===== config.mk =====
export PLATFORM = sky130hd
export DESIGN_NAME = irq_ack_gate
export DESIGN_NICKNAME = d
export VERILOG_FILES = /design/src/rtl/irq_gate_pkg.sv /design/src/rtl/irq_eligible.sv /design/src/rtl/irq_pick.sv /design/src/rtl/irq_flags.sv /design/src/rtl/irq_ack_gate.sv
export SDC_FILE = /design/constraint.sdc
export NUM_CORES = 1
export LEC_CHECK = 0
export BUFFER_PORTS_ARGS = -buffer_cell sky130_fd_sc_hd__buf_2
export CELL_PAD_IN_SITES_DETAIL_PLACEMENT = 1
export CELL_PAD_IN_SITES_GLOBAL_PLACEMENT = 2
export CORE_AREA = 2 2 58 60
export DETAILED_ROUTE_END_ITERATION = 8
export DIE_AREA = 0 0 60 62
export PLACE_DENSITY_LB_ADDON = 0.25
export SLEW_MARGIN = 0
export SYNTH_ARGS = -nofsm -noshare
export SYNTH_HDL_FRONTEND = slang
export SYNTH_HIERARCHICAL = 1
export SYNTH_SLANG_ARGS = --single-unit
export TNS_END_PERCENT = 10

===== constraint.sdc =====
create_clock -name clk -period 2.5 [get_ports clk]
set_input_delay 0.375 -clock clk [delete_from_list [all_inputs] [get_ports clk]]
set_output_delay 0.375 -clock clk [all_outputs]
set_load 0.02 [all_outputs]

===== src/rtl/irq_gate_pkg.sv =====
package irq_gate_pkg;
  typedef enum logic [1:0] {
    SRC_NONE = 2'd0,
    SRC_NMI  = 2'd1,
    SRC_HI   = 2'd2,
    SRC_LO   = 2'd3
  } src_kind_e;
endpackage


===== src/rtl/irq_eligible.sv =====
module irq_eligible #(
  parameter int NSRC = 8
) (
  input  logic [NSRC-1:0] req,
  input  logic [NSRC-1:0] mask,
  input  logic [NSRC-1:0] lowpri,
  input  logic            ie,
  input  logic            isp,
  output logic [NSRC-1:0] elig_hi,
  output logic [NSRC-1:0] elig_lo
);
  genvar i;
  generate
    for (i = 0; i < NSRC; i++) begin : g_src
      logic open_src;
      assign open_src   = req[i] & ~mask[i] & ie;
      assign elig_hi[i] = open_src & ~lowpri[i];
      assign elig_lo[i] = open_src & lowpri[i] & isp;
    end
  endgenerate
endmodule


===== src/rtl/irq_pick.sv =====
module irq_pick #(
  parameter int N  = 8,
  parameter int IW = 3
) (
  input  logic [N-1:0]  vec,
  output logic          found,
  output logic [IW-1:0] idx
);
  always_comb begin
    found = 1'b0;
    idx   = '0;
    for (int i = N - 1; i >= 0; i--) begin
      if (vec[i]) begin
        found = 1'b1;
        idx   = IW'(i);
      end
    end
  end
endmodule


===== src/rtl/irq_flags.sv =====
module irq_flags
  import irq_gate_pkg::*;
(
  input  logic      clk,
  input  logic      rst_n,
  input  src_kind_e grant_kind,
  input  logic      ei_pulse,
  input  logic      di_pulse,
  input  logic      restore_valid,
  input  logic      restore_ie,
  input  logic      restore_isp,
  output logic      ie,
  output logic      isp
);
  logic ie_d, isp_d;

  always_comb begin
    ie_d  = ie;
    isp_d = isp;
    if (ei_pulse) ie_d = 1'b1;
    if (di_pulse) ie_d = 1'b0;
    if (grant_kind != SRC_NONE) ie_d = 1'b0;
    if (grant_kind == SRC_HI) isp_d = 1'b0;
    if (restore_valid) begin
      ie_d  = restore_ie;
      isp_d = restore_isp;
    end
  end

  always_ff @(posedge clk) begin
    if (!rst_n) begin
      ie  <= 1'b0;
      isp <= 1'b1;
    end else begin
      ie  <= ie_d;
      isp <= isp_d;
    end
  end


  ie_clear_chk: assert property (@(posedge clk) disable iff (!rst_n)
    (grant_kind != SRC_NONE && !restore_valid) |=> !ie);


  isp_hi_chk: assert property (@(posedge clk) disable iff (!rst_n)
    (grant_kind == SRC_HI && !restore_valid) |=> !isp);


  isp_keep_chk: assert property (@(posedge clk) disable iff (!rst_n)
    ((grant_kind == SRC_LO || grant_kind == SRC_NMI) && !restore_valid) |=> isp == $past(isp));


  ei_set_chk: assert property (@(posedge clk) disable iff (!rst_n)
    (ei_pulse && !di_pulse && grant_kind == SRC_NONE && !restore_valid) |=> ie);


  restore_chk: assert property (@(posedge clk) disable iff (!rst_n)
    restore_valid |=> (ie == $past(restore_ie) && isp == $past(restore_isp)));
endmodule


===== src/rtl/irq_ack_gate.sv =====
module irq_ack_gate
  import irq_gate_pkg::*;
#(
  parameter int NSRC = 8,
  localparam int IDXW = (NSRC > 1) ? $clog2(NSRC) : 1
) (
  input  logic            clk,
  input  logic            rst_n,
  input  logic            nmi_req,
  input  logic [NSRC-1:0] irq_req,
  input  logic [NSRC-1:0] irq_mask,
  input  logic [NSRC-1:0] irq_lowpri,
  input  logic            ei_pulse,
  input  logic            di_pulse,
  input  logic            restore_valid,
  input  logic            restore_ie,
  input  logic            restore_isp,
  output logic            ack_o,
  output logic            ack_nmi_o,
  output logic [IDXW-1:0] ack_idx_o,
  output logic            ie_o,
  output logic            isp_o
);
  localparam int NLVL = 2;

  logic            nmi_q, nmi_edge;
  logic [NSRC-1:0] elig [NLVL];
  logic            lvl_found [NLVL];
  logic [IDXW-1:0] lvl_idx [NLVL];
  src_kind_e       kind_d, kind_q;
  logic [IDXW-1:0] idx_d;

  assign nmi_edge = nmi_req & ~nmi_q;

  irq_eligible #(.NSRC(NSRC)) u_elig (
    .req(irq_req), .mask(irq_mask), .lowpri(irq_lowpri),
    .ie(ie_o), .isp(isp_o),
    .elig_hi(elig[0]), .elig_lo(elig[1])
  );

  genvar l;
  generate
    for (l = 0; l < NLVL; l++) begin : g_lvl
      irq_pick #(.N(NSRC), .IW(IDXW)) u_pick (
        .vec(elig[l]), .found(lvl_found[l]), .idx(lvl_idx[l])
      );
    end
  endgenerate

  always_comb begin
    kind_d = SRC_NONE;
    idx_d  = '0;
    if (nmi_edge) begin
      kind_d = SRC_NMI;
    end else if (lvl_found[0]) begin
      kind_d = SRC_HI;
      idx_d  = lvl_idx[0];
    end else if (lvl_found[1]) begin
      kind_d = SRC_LO;
      idx_d  = lvl_idx[1];
    end
  end

  irq_flags u_flags (
    .clk(clk), .rst_n(rst_n), .grant_kind(kind_d),
    .ei_pulse(ei_pulse), .di_pulse(di_pulse),
    .restore_valid(restore_valid), .restore_ie(restore_ie),
    .restore_isp(restore_isp), .ie(ie_o), .isp(isp_o)
  );

  always_ff @(posedge clk) begin
    if (!rst_n) begin
      nmi_q     <= 1'b0;
      kind_q    <= SRC_NONE;
      ack_idx_o <= '0;
    end else begin
      nmi_q     <= nmi_req;
      kind_q    <= kind_d;
      ack_idx_o <= idx_d;
    end
  end

  assign ack_o     = (kind_q != SRC_NONE);
  assign ack_nmi_o = (kind_q == SRC_NMI);


  mask_ie_chk: assert property (@(posedge clk) disable iff (!rst_n)
    (kind_d == SRC_HI || kind_d == SRC_LO) |-> ie_o);


  low_isp_chk: assert property (@(posedge clk) disable iff (!rst_n)
    (kind_d == SRC_LO) |-> (isp_o && elig[0] == '0));


  hi_idx_chk: assert property (@(posedge clk) disable iff (!rst_n)
    (lvl_found[0] && !nmi_edge) |=> (ack_o && !ack_nmi_o && ack_idx_o == $past(lvl_idx[0])));


  nmi_first_chk: assert property (@(posedge clk) disable iff (!rst_n)
    (nmi_req && !nmi_q) |=> (ack_nmi_o && ack_idx_o == '0));


  nmi_once_chk: assert property (@(posedge clk) disable iff (!rst_n)
    (nmi_req && nmi_q) |=> !ack_nmi_o);
endmodule


==> out/metrics.cfg <==
[sta]
slew_headroom_pct = 60.1
fin_crit_sh_pct = 92.9
max_slew.worst_pin.slew_ns = 0.591
fin_setup_tns_ns = 0
setup_viol = 0
whs_ns = 0.337
rsz0062_at_grt = false
finalMaxSlewViolations = 0
fmax_mhz = 431
layout_min_cycle_time_ns = 2.32
fin_worst_skew_ns = 0.0139
finalHoldViolations = 0

[clock_tree]
clock_sinks = 8
clk_path_buf_depth = 2
cts.htree.levels = 1
cts_tree = yes
cts_buffers = 3
clock_latency_ns = 0.26
cts.clk_slew.worst_paths_ns = 0.06
clk_root_buffer_cell = clkbuf_4
postCtsHoldBufs = 0

[synth]
synth-seq-area-share_pct = 24.2
post-synth-top-area-cell = dfxtp_1
synth_top_area_share_pct = 24.2
synth_enable_flop_cells = 0
avgSynthCellArea_um2 = 8.27
synth_flop_cell = dfxtp_1
syn-num-nets = 112
ys_types = 24
synth_cells = 80
async_reset_ff_share_pct = 0
syn_area_um2 = 662
yosysWarnings = 6
synth-seq-cells = 8
synthTopCellsByArea = dfxtp_1 (24%), and4b_1 (12%), nor4bb_1 (12%), nor2b_1 (6.6%), a211oi_1 (5.7%)
synthTopCellsByCount = and4b_1 (8), dfxtp_1 (8), nor4bb_1 (8)

[detailed_routing]
drt-vias-per-instance = 4.59
drc = 0
drt.antenna.violating_nets = 0
vias = 799
wl_per_cell_um = 11.4
drt_iter0_markers = 9
dr.pass1.iters = 2
drt_wl_total_mm = 1.99

[power_and_ir_drop]
pwr-share-comb_pct = 29.8
p_sw_w = 0.0000960
total_leakage_power_nw = 0.466
irDropWorstVdd_uv = 96.6
seqPwrFrac_pct = 40.8
p_per_area_mw_per_mm2 = 335
internal_power_w = 0.000240
swShare_pct = 28.6
power_frac_clock_pct = 29.4

[worst_hold_path]
hp-class = input pin to register
whs_path_depth = 2
min_to = u_flags/isp
worstHoldStart = rst_n

[cells_and_area]
drive_gt1_share_pct = 43.8
nets = 162
fillers = 400
syn2layout_area_growth_pct = 51.6
num_antenna_cells = 0
utilization_pct = 31.6

[global_routing]
grt_pass1_vias = 772
grt_pass1_wl_mm = 3.22
antenna_found_initial = 0
grt_remaining_overflow = 0
grt_use_total_pct = 11.5
grt_max_degree = 10

[die]
die-area_mm2 = 0.00372
initial_core_util_pct = 20.8
die_y_um = 62
row_count = 21
die_w_um = 60
core-area_mm2 = 0.00318
io_pins = 39

[worst_setup_path]
cp_max_fo = 8
slowest_delay_ns = 0.54
slowest_stage = or4b_1
crit_path_end_kind = register
r2r_setup_slack_ns = 0.18
arrival_ns = 2.50
crit_chain = and2_4 -> and4b_1 -> nor4_2 -> nand2_1 -> nor2_1 -> nor2_1 -> or4b_1 -> o31ai_2
crit_buf_inv = 0
path_delay_family = simple AND/OR/NAND/NOR gates
r2r_start = u_flags/ie
r2r_cells = 8
required_ns = 2.68
crit_top_cell = nor2_1
critical_path_class = register to register
start_kind = register
timing.rr.end = u_flags/ie

[place]
portBuffers = 38
hpwl_mm = 1.78
finalWeightedCongestion = 0.763

[outcome]
outcome = finished clean

[job]
maxCapViolCount = 0

[power by group through the flow]
stage / clock, W / combinational [W] / sequential (W)
after floorplan: 0 / 0.0000471 / 0.000143
after global placement: 0 / 0.0000986 / 0.000139
after detailed placement: 0 / 0.000100 / 0.000140
after CTS: 0.000100 / 0.000100 / 0.000137
after global routing: 0.000109 / 0.000112 / 0.000137
final: 0.0000989 / 0.000100 / 0.000137
[through the flow]
stage,total power [W],area (um2),setup slack (ns),cells
detailed placement,0.000240,962,0.110,171
finish,0.000336,1000,0.178,174
global placement,0.000238,962,0.181,171
global route,0.000358,1000,0.000766,174
floorplan,0.000190,662,0.195,80
CTS,0.000338,985,0.0936,174
[cells by family after synthesis]
family / Yosys count / synth area share, %
buffers and inverters: 4 / 2.27
flip-flops: 8 / 24.2
AND/OR/NAND/NOR: 52 / 56.0
AO/OA/AOI/OAI: 16 / 17.6
[area by class of cell]
class	count	area, um2	share of cell area, %
flip-flops and latches	8	160	16.0
well taps	46	57.6	5.74
inverters	4	15.0	1.50
clock buffers	3	22.5	2.24
repair buffers	45	243	24.2
multi-input cells	68	505	50.4
[cells in the final DEF (no fill, tap or decap)]
cell	synthesis	final
inv_1	4	4
nor4bb_2	0	1
nand3_1	1	1
a211oi_1	5	5
nor2_1	7	7
o41ai_1	2	2
nand2_1	7	7
o21bai_1	2	2
and2_1	1	1
and4b_1	8	8
clkbuf_4	0	3
nor2b_1	7	7
or2_2	1	1
nor4bb_1	8	7
o31ai_2	1	1
nand3b_1	3	3
and2_4	1	1
a21oi_1	3	3
buf_4	0	7
nor4_2	2	4
dfxtp_1	8	8
nand2b_1	2	2
o311ai_1	1	1
or4b_1	1	1
o21ai_0	2	2
buf_2	0	38
nor3_1	1	1
[registers in the layout (all words and copies together) (netlist names)]
| name | cells |
|---|---|
| u_flags/ie | 1 |
| u_flags/isp | 1 |
| nmi_q | 1 |
| kind_q | 2 |
| ack_idx_o | 3 |
[worst max path at each step]
stage | startpoint | endpoint | slack (ns) | depth (start not counted)
3_5_place_dp | u_flags/ie | u_flags/ie | 0.11 | 8
2_1_floorplan | u_flags/ie | u_flags/ie | 0.20 | 8
3_3_place_gp | u_flags/ie | u_flags/ie | 0.18 | 8
5_1_grt | u_flags/ie | u_flags/ie | 0.0008 | 8
6_report | u_flags/ie | u_flags/ie | 0.18 | 8
4_1_cts | u_flags/ie | u_flags/ie | 0.09 | 8
[timing repair]
| action | in CTS | in global routing |
|---|---|---|
| endpoints found under the setup margin | 0 | 1 |
| setup buffers | 0 | 0 |
| resized for setup | 0 | 3 |
[routing by layer]
| metal | wire length, um | GRT usage, % | up-vias |
|---|---|---|---|
| met2 | 1010 | 20.2 | 21 |
| met3 | 70 | 2.07 | 4 |
| li1 | - | - | 411 |
| met4 | 21 | 5.08 | 0 |
| met5 | 0 | 0 | - |
| met1 | 892 | 13.6 | 363 |
No activity file was read; power rests on OpenSTA's default activity.
